### config.mk
export PLATFORM = sky130hd
export DESIGN_NAME = chan_list_scanner
export DESIGN_NICKNAME = d
export VERILOG_FILES = /design/src/rtl/chan_list_scanner.sv
export SDC_FILE = /design/constraint.sdc
export NUM_CORES = 1
export LEC_CHECK = 0
export BUFFER_PORTS_ARGS = -buffer_cell sky130_fd_sc_hd__buf_2
export CAP_MARGIN = 20
export CORE_ASPECT_RATIO = 0.6
export CORE_MARGIN = 2
export CORE_UTILIZATION = 40
export CTS_BUF_LIST = sky130_fd_sc_hd__clkbuf_16
export DETAILED_ROUTE_END_ITERATION = 16
export PLACE_DENSITY = 0.65
export SETUP_SLACK_MARGIN = 0.1
export SYNTH_ARGS = -nofsm -noshare
export SYNTH_HDL_FRONTEND = slang
export SYNTH_SLANG_ARGS = --single-unit
### constraint.sdc
create_clock -name clk -period 2.8 [get_ports clk]
set_input_delay 0.84 -clock clk [delete_from_list [all_inputs] [get_ports clk]]
set_output_delay 0.84 -clock clk [all_outputs]
set_load 0.02 [all_outputs]
### src/rtl/chan_list_scanner.sv
module chan_list_scanner #(
  parameter int CH_W   = 4,
  parameter int GAIN_W = 2,
  parameter int DEPTH  = 16,
  localparam int IDX_W = $clog2(DEPTH),
  localparam int ENT_W = CH_W + GAIN_W
) (
  input  logic              clk,
  input  logic              rst_n,
  input  logic              wr_en,
  input  logic [IDX_W-1:0]  wr_addr,
  input  logic [CH_W-1:0]   wr_chan,
  input  logic [GAIN_W-1:0] wr_gain,
  input  logic              len_we,
  input  logic [IDX_W-1:0]  len_last,
  input  logic              scan_en,
  input  logic              conv_start,
  output logic [CH_W-1:0]   mux_chan,
  output logic [GAIN_W-1:0] pga_gain,
  output logic [IDX_W-1:0]  cur_idx
);

  logic [ENT_W-1:0] mem [DEPTH];
  logic [IDX_W-1:0] idx, last_idx;
  logic             step;

  assign step = scan_en && conv_start;

  always_ff @(posedge clk) begin
    if (!rst_n) begin
      for (int i = 0; i < DEPTH; i++) mem[i] <= '0;
      last_idx <= '0;
    end else if (!scan_en) begin
      if (wr_en)  mem[wr_addr] <= {wr_chan, wr_gain};
      if (len_we) last_idx     <= len_last;
    end
  end

  always_ff @(posedge clk) begin
    if (!rst_n || !scan_en) begin
      idx     <= '0;
      cur_idx <= '0;
    end else if (step) begin
      cur_idx <= idx;
      idx     <= (idx == last_idx) ? '0 : idx + 1'b1;
    end
  end

  assign {mux_chan, pga_gain} = mem[idx];

  a_r3_advance: assert property (@(posedge clk) disable iff (!rst_n)
    step && idx != last_idx |=> idx == $past(idx) + 1'b1);

  a_r3_hold: assert property (@(posedge clk) disable iff (!rst_n)
    scan_en && !conv_start |=> $stable(idx));

  a_r4_tag: assert property (@(posedge clk) disable iff (!rst_n)
    step |=> cur_idx == $past(idx));

  a_r5_wrap: assert property (@(posedge clk) disable iff (!rst_n)
    step && idx == last_idx |=> idx == '0);

  a_r5_range: assert property (@(posedge clk) disable iff (!rst_n)
    scan_en |-> idx <= last_idx);

  a_r6_locked: assert property (@(posedge clk) disable iff (!rst_n)
    scan_en |=> $stable(last_idx));

  a_r7_idle: assert property (@(posedge clk) disable iff (!rst_n)
    !scan_en |=> idx == '0 && cur_idx == '0);

endmodule

Word level (Yosys, flattened, before mapping)
Memory sizes are Yosys's and may differ from the RTL's. A register that Yosys moved wholly into a read port is not among the register bits.
Index checks and enable logic that the tools add are counted.
- flip-flop bits (word level): 12
- bits in writable memories: 96
- bits of input ports: 20
- output and inout bits: 10
- logic and storage cells: 24
- memories kept: 1
- memory list (name ; words ; bits a word ; read ports ; clocked after memory_dff ; wr ports ; RTL line ; text):
    mem ; 16 ; 6 ; 1 ; 1 ; 16 ; 23 ; logic [ENT_W-1:0] mem [DEPTH];
- add/subtract/negate cells: 1
- eq/ne operators: 1
- muxes and demuxes: 11
- bitwise logic cells: 1
- reduce and logical (&&, ||, !) cells: 6
- operators by type and width (cell ; count):
    4-bit two-way mux ; 4
    1-bit two-way mux ; 6
    6-bit two-way mux ; 1
    6-bit OR reduction ; 1
    4-bit by 1-bit adder with 4-bit output (second input constant) ; 1
    4-bit == test ; 1
    1-bit logical NOT ; 2
    2-bit AND reduction ; 1
    1-bit logical AND ; 1
    1-bit logical OR ; 1
    1-bit NOT ; 1

Longest topological paths before layout
Gate-level depths: netlist of run 1.
- depth after elaboration: 6
- mapped depth: 5
- gate-level depth less buffers: 4

Least setup slack after synthesis of run 1
Ideal clock, no wire load.
- path kind: reg-to-output
- start: reg (tool-made name)
- end: out mux_chan[1]
- arrival: 1447 ps
- slack: 513 ps
- stages on the path, launching flop included: 6
- buffers on the path: 2
- path through: dfxtp_1 -> buf_6 -> buf_6 -> mux4_1 -> a22oi_1 -> nand2_1
- RTL lines (element ; RTL line ; text):
    end, declared ; 18 ; output logic [CH_W-1:0] mux_chan,

==> results of run 1 <==
==> cell families after synthesis <==
logic type / synth area share
AO/OA/AOI/OAI: 0.0391
flip-flops: 0.650
AND/OR/NAND/NOR: 0.144
buffers and inverters: 0.0223
multiplexers: 0.135
adder cells (fa/ha/maj): 0.00254
XOR/XNOR: 0.00711
==> registers in the layout, indices dropped and copies added (netlist names), named ones only <==
name      cells
mem          96
cur_idx       4
idx           4
last_idx      4
==> synthesized netlist by cell type, drive strengths merged <==
cell      n
nor2    105
edfxtp   96
nand2    35
mux4     24
dfxtp    16
o21ai    16
clkbuf   14
a22oi    12
nor2b    10
mux2i     8
buf       6
nand2b    6
nand4     4
xnor2     4
nand3     3
a21oi     2
a31oi     2
and2      2
nand3b    2
ha        1
nand4b    1
or2       1
==> worst max path at each step <==
stage / startpoint / end / slack [ns] / depth (start not counted)
after floorplan: flop / mux_chan[1] / 0.51 / 5
after global placement: flop / mux_chan[1] / 0.27 / 5
after detailed placement: flop / mux_chan[1] / 0.20 / 5
after CTS: flop / pga_gain[0] / -0.02 / 5
after global routing: flop / mux_chan[1] / -0.06 / 5
final: flop / mux_chan[1] / 0.002 / 5
==> stage by stage <==
step | util | instances | setup TNS (ns) | area [sq um] | setup WS, ns
global placement | 0.452 | 575 | 0 | 5440 | 0.267
floorplan | - | 370 | 0 | 4930 | 0.513
global route | 0.484 | 593 | -0.152 | 5820 | -0.0565
finish | 0.484 | 593 | 0 | 5820 | 0.00219
CTS | 0.482 | 592 | -0.0881 | 5790 | -0.0245
detailed placement | 0.452 | 575 | 0 | 5440 | 0.197
==> cells in the final DEF (no fill, tap or decap), types with 2 or more instances in the layout <==
cell,instances
nand2_1,35
mux4_1,5
nand3b_1,2
clkinvlp_4,2
edfxtp_1,96
buf_12,3
o21ai_0,16
xnor2_1,4
mux4_2,19
nor2_1,105
nor2b_1,10
a21oi_1,2
nand3_1,3
inv_6,2
a31oi_1,2
nand4_1,4
a22oi_1,5
buf_2,28
buf_4,28
a22oi_2,7
dfxtp_1,15
clkbuf_16,10
nand2b_1,6
mux2i_1,8
==> routing by layer <==
metal	vias up	global-route usage	part of all wire
met3	6	0.0508	0.092
met4	0	0.0272	0.0050
met5	-	0	0
li1	1458	-	-
met2	134	0.273	0.43
met1	1591	0.298	0.47
==> power by group through the flow <==
stage	logic, mW	clock network [mW]	registers (mW)
6_report	0.275	1.31	1.91
5_1_grt	0.293	1.39	1.92
4_1_cts	0.266	1.32	1.91
3_5_place_dp	0.259	0	1.95
3_3_place_gp	0.253	0	1.94
2_1_floorplan	0.147	0	1.94
==> critical path, delay by kind of cell, from the launching register on <==
kind | cells | cell delay (ns)
flops | 1 | 0.41
compound gates | 1 | 0.24
mux | 1 | 0.56
simple gates | 1 | 0.10
buf+inv | 2 | 0.29
==> cell type report <==
cell class | count | area share
Clock buffer | 9 | 0.0387
Tap cell | 165 | 0.0355
Sequential cell | 112 | 0.551
Timing Repair Buffer | 62 | 0.0815
Clock inverter | 7 | 0.0142
Multi-Input combinational cell | 238 | 0.279
==> what timing repair did <==
item                                   4_1_cts  5_1_grt
setup endpoints to repair                    6        6
cloned                                       1        1
endpoints found under the hold margin        0        0
pin swaps                                    1        1
resized for setup                            8       11
==> results.toml, run 1 <==
[die]
core_sq_mm = 0.0120
die_h_um = 90.0
ios = 30
dieArea_sq_mm = 0.0133
start_util = 0.410
die_width_um = 147
fp-row-count = 31

[power_and_ir_drop]
peakVddDrop_mv = 0.334
combPwrFrac = 0.079
power.share.sequential = 0.547
power_density_mw_per_mm2 = 600
p_switching_uw = 789
clkPwrFrac = 0.374
switching_share = 0.226
intPower_mw = 2.70
p_leak_nw = 1.91
power_mw = 3.49

[detailed_routing]
first_pass_iters = 5
wl_per_cell_um = 20.5
ant_nets = 0
wl_um = 12100
drc_errors = 0
drt_iter0_drc = 405
vias_per_cell = 5.38
vias = 3189

[placed_design]
io_buffers = 29
finalWeightedCongestion = 0.816
dp_hpwl_um = 8290

[yosys]
synthTopCellsByArea = "edfxtp_1 (59%), nor2_1 (8.0%), dfxtp_1 (6.5%)"
synth-seq-cells = 112
synth.largest_area_cell = "edfxtp_1"
synthesis.area_sq_mm = 0.00493
synth_cell_types = 27
netlist_instances = 370
synth_fp_nets = 391
synth.avg_cell_area_sq_um = 13.3
synth_warnings = 0
yosysSeqAreaShare = 0.650
synth.top_cell.area_share = 0.585

[grt]
grt_max_degree = 29
grt_pass1_wl_um = 18600
grt_overflow = 0
track_usage = 0.190
grt_pass1_vias = 3158
antenna_found_initial = 0

[critical_path]
r2r-start = "idx[1]$_SDFFE_PP0P_"
slowest_delay_ns = 0.56
crit_fanout = 6
critPathLaunchType = "flop"
path_cells = "buf_12 > mux4_2 > a22oi_2 > nand2_1 > buf_6"
slowest_stage = "mux4_2"
critPathKind = "flop to output port"
crit_required_ns = 1.96
r2r.worst_path.cells = 4
r2r_slack_ns = 1.51
arrival_ns = 1.96
end_kind = "output port"

[layout]
antenna_cells = 0
drive_gt1_frac = 0.245
multiInputGateArea_sq_mm = 0.00162
nets = 444
register_area_sq_mm = 0.00321
area_growth_pct = 18.1
fillCellCount = 1090

[clock_network]
tritoncts = "done"
cts_buffers = 9
clock_latency_ns = 0.35
htreeDepth = 3
ctsHoldBuffers = 0
clockBufferDepth = 2
cts_num_sinks = 112
post_cts_buffers = 0
cts_root_buf = "clkbuf_16"
path_clk_slew_ns = 0.07

[sta]
rsz0062_at_grt = "true"
clock.fmax_ghz = 0.357
finalCritPeriodShare = 0.999
final_max_slew_viol_count = 0
hold_violations = 0
finClkSkew_ns = 0.00219
finalSetupViolations = 0
holdWs_ns = 0.498
fin_crit_ns = 2.80
worst_slew_pin_slew_ns = 0.730
slew_headroom = 0.512

[run_status]
outcome = "complete, no violations"

[hold_path]
hp-class = "flop to flop"
hold_depth = 2
hp-start = "cur_idx[3]$_SDFFE_PP0P_"
hold-path-endpoint = "cur_idx[3]$_SDFFE_PP0P_"

[flow_run]
cap_viol_max_count = 0
Note: power is estimated with default switching activity, not from simulation.
==> run 2: changes to the inputs <==
--- a/config.mk
+++ b/config.mk
@@ -6,13 +6,11 @@
 export NUM_CORES = 1
 export LEC_CHECK = 0
 export BUFFER_PORTS_ARGS = -buffer_cell sky130_fd_sc_hd__buf_2
-export CAP_MARGIN = 20
 export CORE_ASPECT_RATIO = 0.6
 export CORE_MARGIN = 2
 export CORE_UTILIZATION = 40
 export CTS_BUF_LIST = sky130_fd_sc_hd__clkbuf_16
 export DETAILED_ROUTE_END_ITERATION = 16
-export PLACE_DENSITY = 0.65
 export SETUP_SLACK_MARGIN = 0.1
 export SYNTH_ARGS = -nofsm -noshare
 export SYNTH_HDL_FRONTEND = slang
==> run 2 against run 1 <==
  * Critical path depth grew 1
  * Power shrank 1.2%
  * Combinational power grew 7%
  * Critical endpoint is now mux_chan[2]
  * Largest cell class unchanged
  * Highest routed layer unchanged
==> results.toml, run 2 (synthesis gave the netlist of run 1 again) <==
[run_status]
outcome = "complete, no violations"

[clock_network]
htreeDepth = 3
ctsHoldBuffers = 0
cts_num_sinks = 112
clockBufferDepth = 2
clock_latency_ns = 0.34
path_clk_slew_ns = 0.07
cts_buffers = 9
cts_root_buf = "clkbuf_16"
tritoncts = "done"

[detailed_routing]
drt_iter0_drc = 422
vias_per_cell = 5.42
ant_nets = 0
first_pass_iters = 5
wl_per_cell_um = 20.7
wl_um = 12600
vias = 3292
drc_errors = 0

[sta]
finalSetupViolations = 0
final_max_slew_viol_count = 0
worst_slew_pin_slew_ns = 0.570
worst_slack_ns = 0.0139
fin_crit_ns = 2.79
rsz0062_at_grt = "true"
hold_violations = 0
finalCritPeriodShare = 0.995
finClkSkew_ns = 0.00129
slew_headroom = 0.619
clock.fmax_ghz = 0.359

[hold_path]
hp-start = "cur_idx[1]$_SDFFE_PP0P_"
hold_depth = 2
hp-class = "flop to flop"
hold-path-endpoint = "cur_idx[1]$_SDFFE_PP0P_"

[die]
die_h_um = 90.0
start_util = 0.410
dieArea_sq_mm = 0.0133
fp-row-count = 31
ios = 30
core_sq_mm = 0.0120
die_width_um = 147

[placed_design]
finalWeightedCongestion = 0.804
io_buffers = 29
pre_cts_ws_ns = 0.294
place_area_sq_mm = 0.00552
dp_hpwl_um = 8510

[flow_run]
cap_viol_max_count = 0

[layout]
final_cell_mix = "nor2_1 (105), edfxtp_1 (96), buf_4 (42)"
antenna_cells = 0
area_growth_pct = 20.6
utilization = 0.494
drive_gt1_frac = 0.281
largest_register = "mem"
nets = 459
largest_reg_flops = 96
final_common_cell = "nor2_1"
fillCellCount = 1078
finalInstanceArea_sq_mm = 0.00594

[power_and_ir_drop]
p_leak_nw = 1.98
power_mw = 3.45
peakVddDrop_mv = 0.334
power_density_mw_per_mm2 = 580

[grt]
grt_pass1_vias = 3221
grt_overflow = 0
antenna_found_initial = 0
track_usage = 0.200
grt_max_degree = 29
grt_pass1_wl_um = 19400

[critical_path]
r2r.worst_path.cells = 4
critPathKind = "flop to output port"
critPathLaunchType = "flop"
end_kind = "output port"
r2r-start = "idx[2]$_SDFFE_PP0P_"
crit_fanout = 6
r2r_slack_ns = 1.46
arrival_ns = 1.95
crit_required_ns = 1.96
## run 2: cell count changes in the layout (fill, tap and decap cells not counted), sizes merged
cell and delta:
buf +16, clkbuf -1, inv -1, clkinvlp -2, clkinv +2
## run 2: through the flow
step                hold WS, ns  setup TNS [ns]  cells
global placement          0.471               0    586
floorplan                 0.504               0    370
CTS                       0.502               0    606
finish                    0.496               0    607
global route              0.525         -0.0590    607
detailed placement        0.484               0    586
## run 2: where the power goes
| group | internal, mW | leakage [nW] | switching (mW) |
|---|---|---|---|
| combinational | 0.133 | 0.791 | 0.162 |
| sequential | 1.89 | 1.04 | 0.0276 |
| clock | 0.679 | 0.143 | 0.563 |
| total | 2.70 | 1.98 | 0.752 |
## run 2: area by class of cell
type                    instances  area, sq um  area share
flip-flops and latches        112         3210       0.540
multi-input cells             238         1620       0.272
repair buffers                 77          634       0.107
clock buffers                   9          225      0.0379
well taps                     165          206      0.0347
clock inverters                 6         53.8     0.00905
## run 2: how the worst max path moves through the flow
| stage | from | endpoint | slack (ns) | cells after the start |
|---|---|---|---|---|
| floorplan | flop | mux_chan[1] | 0.51 | 5 |
| global placement | flop | mux_chan[3] | 0.29 | 5 |
| detailed placement | flop | pga_gain[1] | 0.29 | 5 |
| CTS | flop | pga_gain[1] | 0.005 | 5 |
| global route | flop | mux_chan[2] | -0.03 | 6 |
| finish | flop | mux_chan[2] | 0.01 | 6 |
## run 2: critical path: stages (launching register included)
cell     delay [ns]
dfxtp_4        0.37
buf_6          0.14
buf_16         0.15
mux4_2         0.51
a22oi_1        0.18
nand2_1        0.11
buf_6          0.15
## run 2: timing repair
action                                  4_1_cts  5_1_grt
endpoints found under the setup margin        6        6
pin swaps                                    10        3
gates resized for setup                      29        8
buffers inserted                              2        1
cloned                                        3        0
## run 2: routing by layer
| layer | track usage | wire length (um) | vias to the layer above |
|---|---|---|---|
| met3 | 0.0416 | 1130 | 7 |
| met5 | 0 | 0 | - |
| met1 | 0.310 | 5820 | 1653 |
| met4 | 0.0433 | 83 | 0 |
| met2 | 0.290 | 5520 | 150 |
| li1 | - | - | 1482 |
==> run 3: changes to the inputs <==
--- a/config.mk
+++ b/config.mk
@@ -6,7 +6,6 @@
 export NUM_CORES = 1
 export LEC_CHECK = 0
 export BUFFER_PORTS_ARGS = -buffer_cell sky130_fd_sc_hd__buf_2
-export CORE_ASPECT_RATIO = 0.6
 export CORE_MARGIN = 2
 export CORE_UTILIZATION = 40
 export CTS_BUF_LIST = sky130_fd_sc_hd__clkbuf_16
==> run 3 against run 2 <==
  * The flow now finishes with violations (setup timing)
  * Count of clock-buffer cells in the layout unchanged
  * Sequential share of layout area is 0.81 points higher
  * Wire length decreased by 9.1%
  * Via count is 5.7% lower
  * Cell count decreased by 5.3%
  * Clock skew up 0.0031 ns
  * Core utilization decreased by 0.68 points
  * First-iteration DRC count shrank 36%
  * Non-clock buffer count fell by 15
  * Power up 0.54%
==> results.toml, run 3 (synthesis gave the netlist of run 1 again) <==
[die]
ios = 30
fp-row-count = 40
die_h_um = 115
die_width_um = 115
core_sq_mm = 0.0120
dieArea_sq_mm = 0.0132
start_util = 0.410

[sta]
worst_slack_ns = -0.0189
finalSetupViolations = 2
holdWs_ns = 0.492
hold_violations = 0
worst_slew_pin_slew_ns = 0.667
finClkSkew_ns = 0.00436
final_max_slew_viol_count = 0
slew_headroom = 0.555
fin_crit_ns = 2.82
clock.fmax_ghz = 0.355
finalCritPeriodShare = 1.01
rsz0062_at_grt = "true"

[hold_path]
hold-path-endpoint = "cur_idx[0]$_SDFFE_PP0P_"
hp-class = "flop to flop"
hold_depth = 2
hp-start = "cur_idx[0]$_SDFFE_PP0P_"

[layout]
drive_gt1_frac = 0.255
final_cell_mix = "nor2_1 (105), edfxtp_1 (96), nand2_1 (32)"
largest_register = "mem"
final_common_cell = "nor2_1"
largest_reg_flops = 96
area_growth_pct = 18.8
antenna_cells = 0
fillCellCount = 1050
nets = 444

[flow_run]
cap_viol_max_count = 0

[run_status]
violations = "setup timing"
outcome = "finished, violations left"

[grt]
grt_max_degree = 28
track_usage = 0.185
antenna_found_initial = 0
grt_pass1_wl_um = 18000
grt_overflow = 0
grt_pass1_vias = 3255

[placed_design]
finalWeightedCongestion = 0.792
dp_hpwl_um = 7460
io_buffers = 29
pre_cts_ws_ns = 0.255

[clock_network]
path_clk_slew_ns = 0.07
cts_buffers = 9
clockBufferDepth = 2
clock_latency_ns = 0.34
htreeDepth = 3
ctsHoldBuffers = 0
tritoncts = "done"
cts_root_buf = "clkbuf_16"
cts_num_sinks = 112

[power_and_ir_drop]
combPwrFrac = 0.080
peakVddDrop_mv = 0.414
p_leak_nw = 1.92
switching_share = 0.220
power.share.sequential = 0.551
p_switching_uw = 764
clkPwrFrac = 0.369
power_density_mw_per_mm2 = 592
intPower_mw = 2.70

[detailed_routing]
first_pass_iters = 4
vias_per_cell = 5.40
vias = 3104
drt_iter0_drc = 269
wl_um = 11400
drc_errors = 0
wl_per_cell_um = 19.8
ant_nets = 0

[critical_path]
crit_buf_inv = 3
r2r_slack_ns = 1.51
path_delay_family = "multiplexers"
critPathKind = "flop to output port"
r2r.worst_path.cells = 4
slowest_delay_ns = 0.54
crit_required_ns = 1.96
end_kind = "output port"
crit_fanout = 6
arrival_ns = 1.98
path_cells = "buf_12 > buf_16 > mux4_2 > a22oi_2 > nand2_1 > buf_6"
slowest_stage = "mux4_2"
r2r-start = "idx[0]$_SDFFE_PP0P_"
critPathLaunchType = "flop"
[run 3: changes by cell type in the layout (fill, tap and decap cells not counted), sizes merged]
cell | previous run | this run
inv | 2 | 1
clkinvlp | 0 | 1
clkinv | 3 | 4
buf | 77 | 62
[run 3: per-layer routing]
| metal | track usage | share of wire | up-vias |
|---|---|---|---|
| li1 | - | - | 1452 |
| met1 | 0.250 | 0.42 | 1537 |
| met2 | 0.301 | 0.50 | 100 |
| met3 | 0.0401 | 0.068 | 15 |
| met4 | 0.0586 | 0.014 | 0 |
| met5 | 0 | 0 | - |
[run 3: layout make-up]
class                   instances  area (sq um)  area share
clock buffers                   9           225      0.0385
clock inverters                 7          71.3      0.0122
multi-input cells             238          1630       0.279
flip-flops and latches        112          3210       0.548
well taps                     147           184      0.0314
repair buffers                 62           537      0.0917
[run 3: power by group through the flow]
stage	clock, mW	combinational, mW	sequential, mW
2_1_floorplan	0	0.147	1.94
3_3_place_gp	0	0.243	1.94
3_5_place_dp	0	0.246	1.95
4_1_cts	1.30	0.275	1.91
5_1_grt	1.36	0.301	1.92
6_report	1.28	0.277	1.91
[run 3: what timing repair did]
item,4_1_cts,5_1_grt
cloned,3,0
setup endpoints to repair,6,6
hold endpoints to repair,0,0
pin swaps,10,7
setup buffers,1,1
resized for setup,26,9
[run 3: stage by stage]
| stage | std cells | util | area (sq um) | setup TNS [ns] | power, mW |
|---|---|---|---|---|---|
| after floorplan | 370 | - | 4930 | 0 | 2.08 |
| after global placement | 554 | 0.448 | 5380 | 0 | 2.18 |
| after detailed placement | 554 | 0.448 | 5380 | 0 | 2.19 |
| after CTS | 574 | 0.485 | 5830 | -0.0621 | 3.48 |
| after global routing | 575 | 0.488 | 5860 | -0.363 | 3.57 |
| final | 575 | 0.488 | 5860 | -0.0336 | 3.47 |
[run 3: worst max path at each step]
stage	from	to	slack, ns	cells past startpoint
floorplan	flop	mux_chan[1]	0.51	5
global placement	flop	pga_gain[0]	0.28	5
detailed placement	flop	pga_gain[0]	0.25	5
CTS	flop	pga_gain[1]	-0.02	5
global route	flop	pga_gain[1]	-0.08	6
finish	flop	mux_chan[0]	-0.02	6
[run 3: tightest hold or removal path, delay by kind of cell, from the launching register on]
kind / cells / cell delay (ns)
flops: 1 / 0.33
mux: 1 / 0.06
simple gates: 1 / 0.07
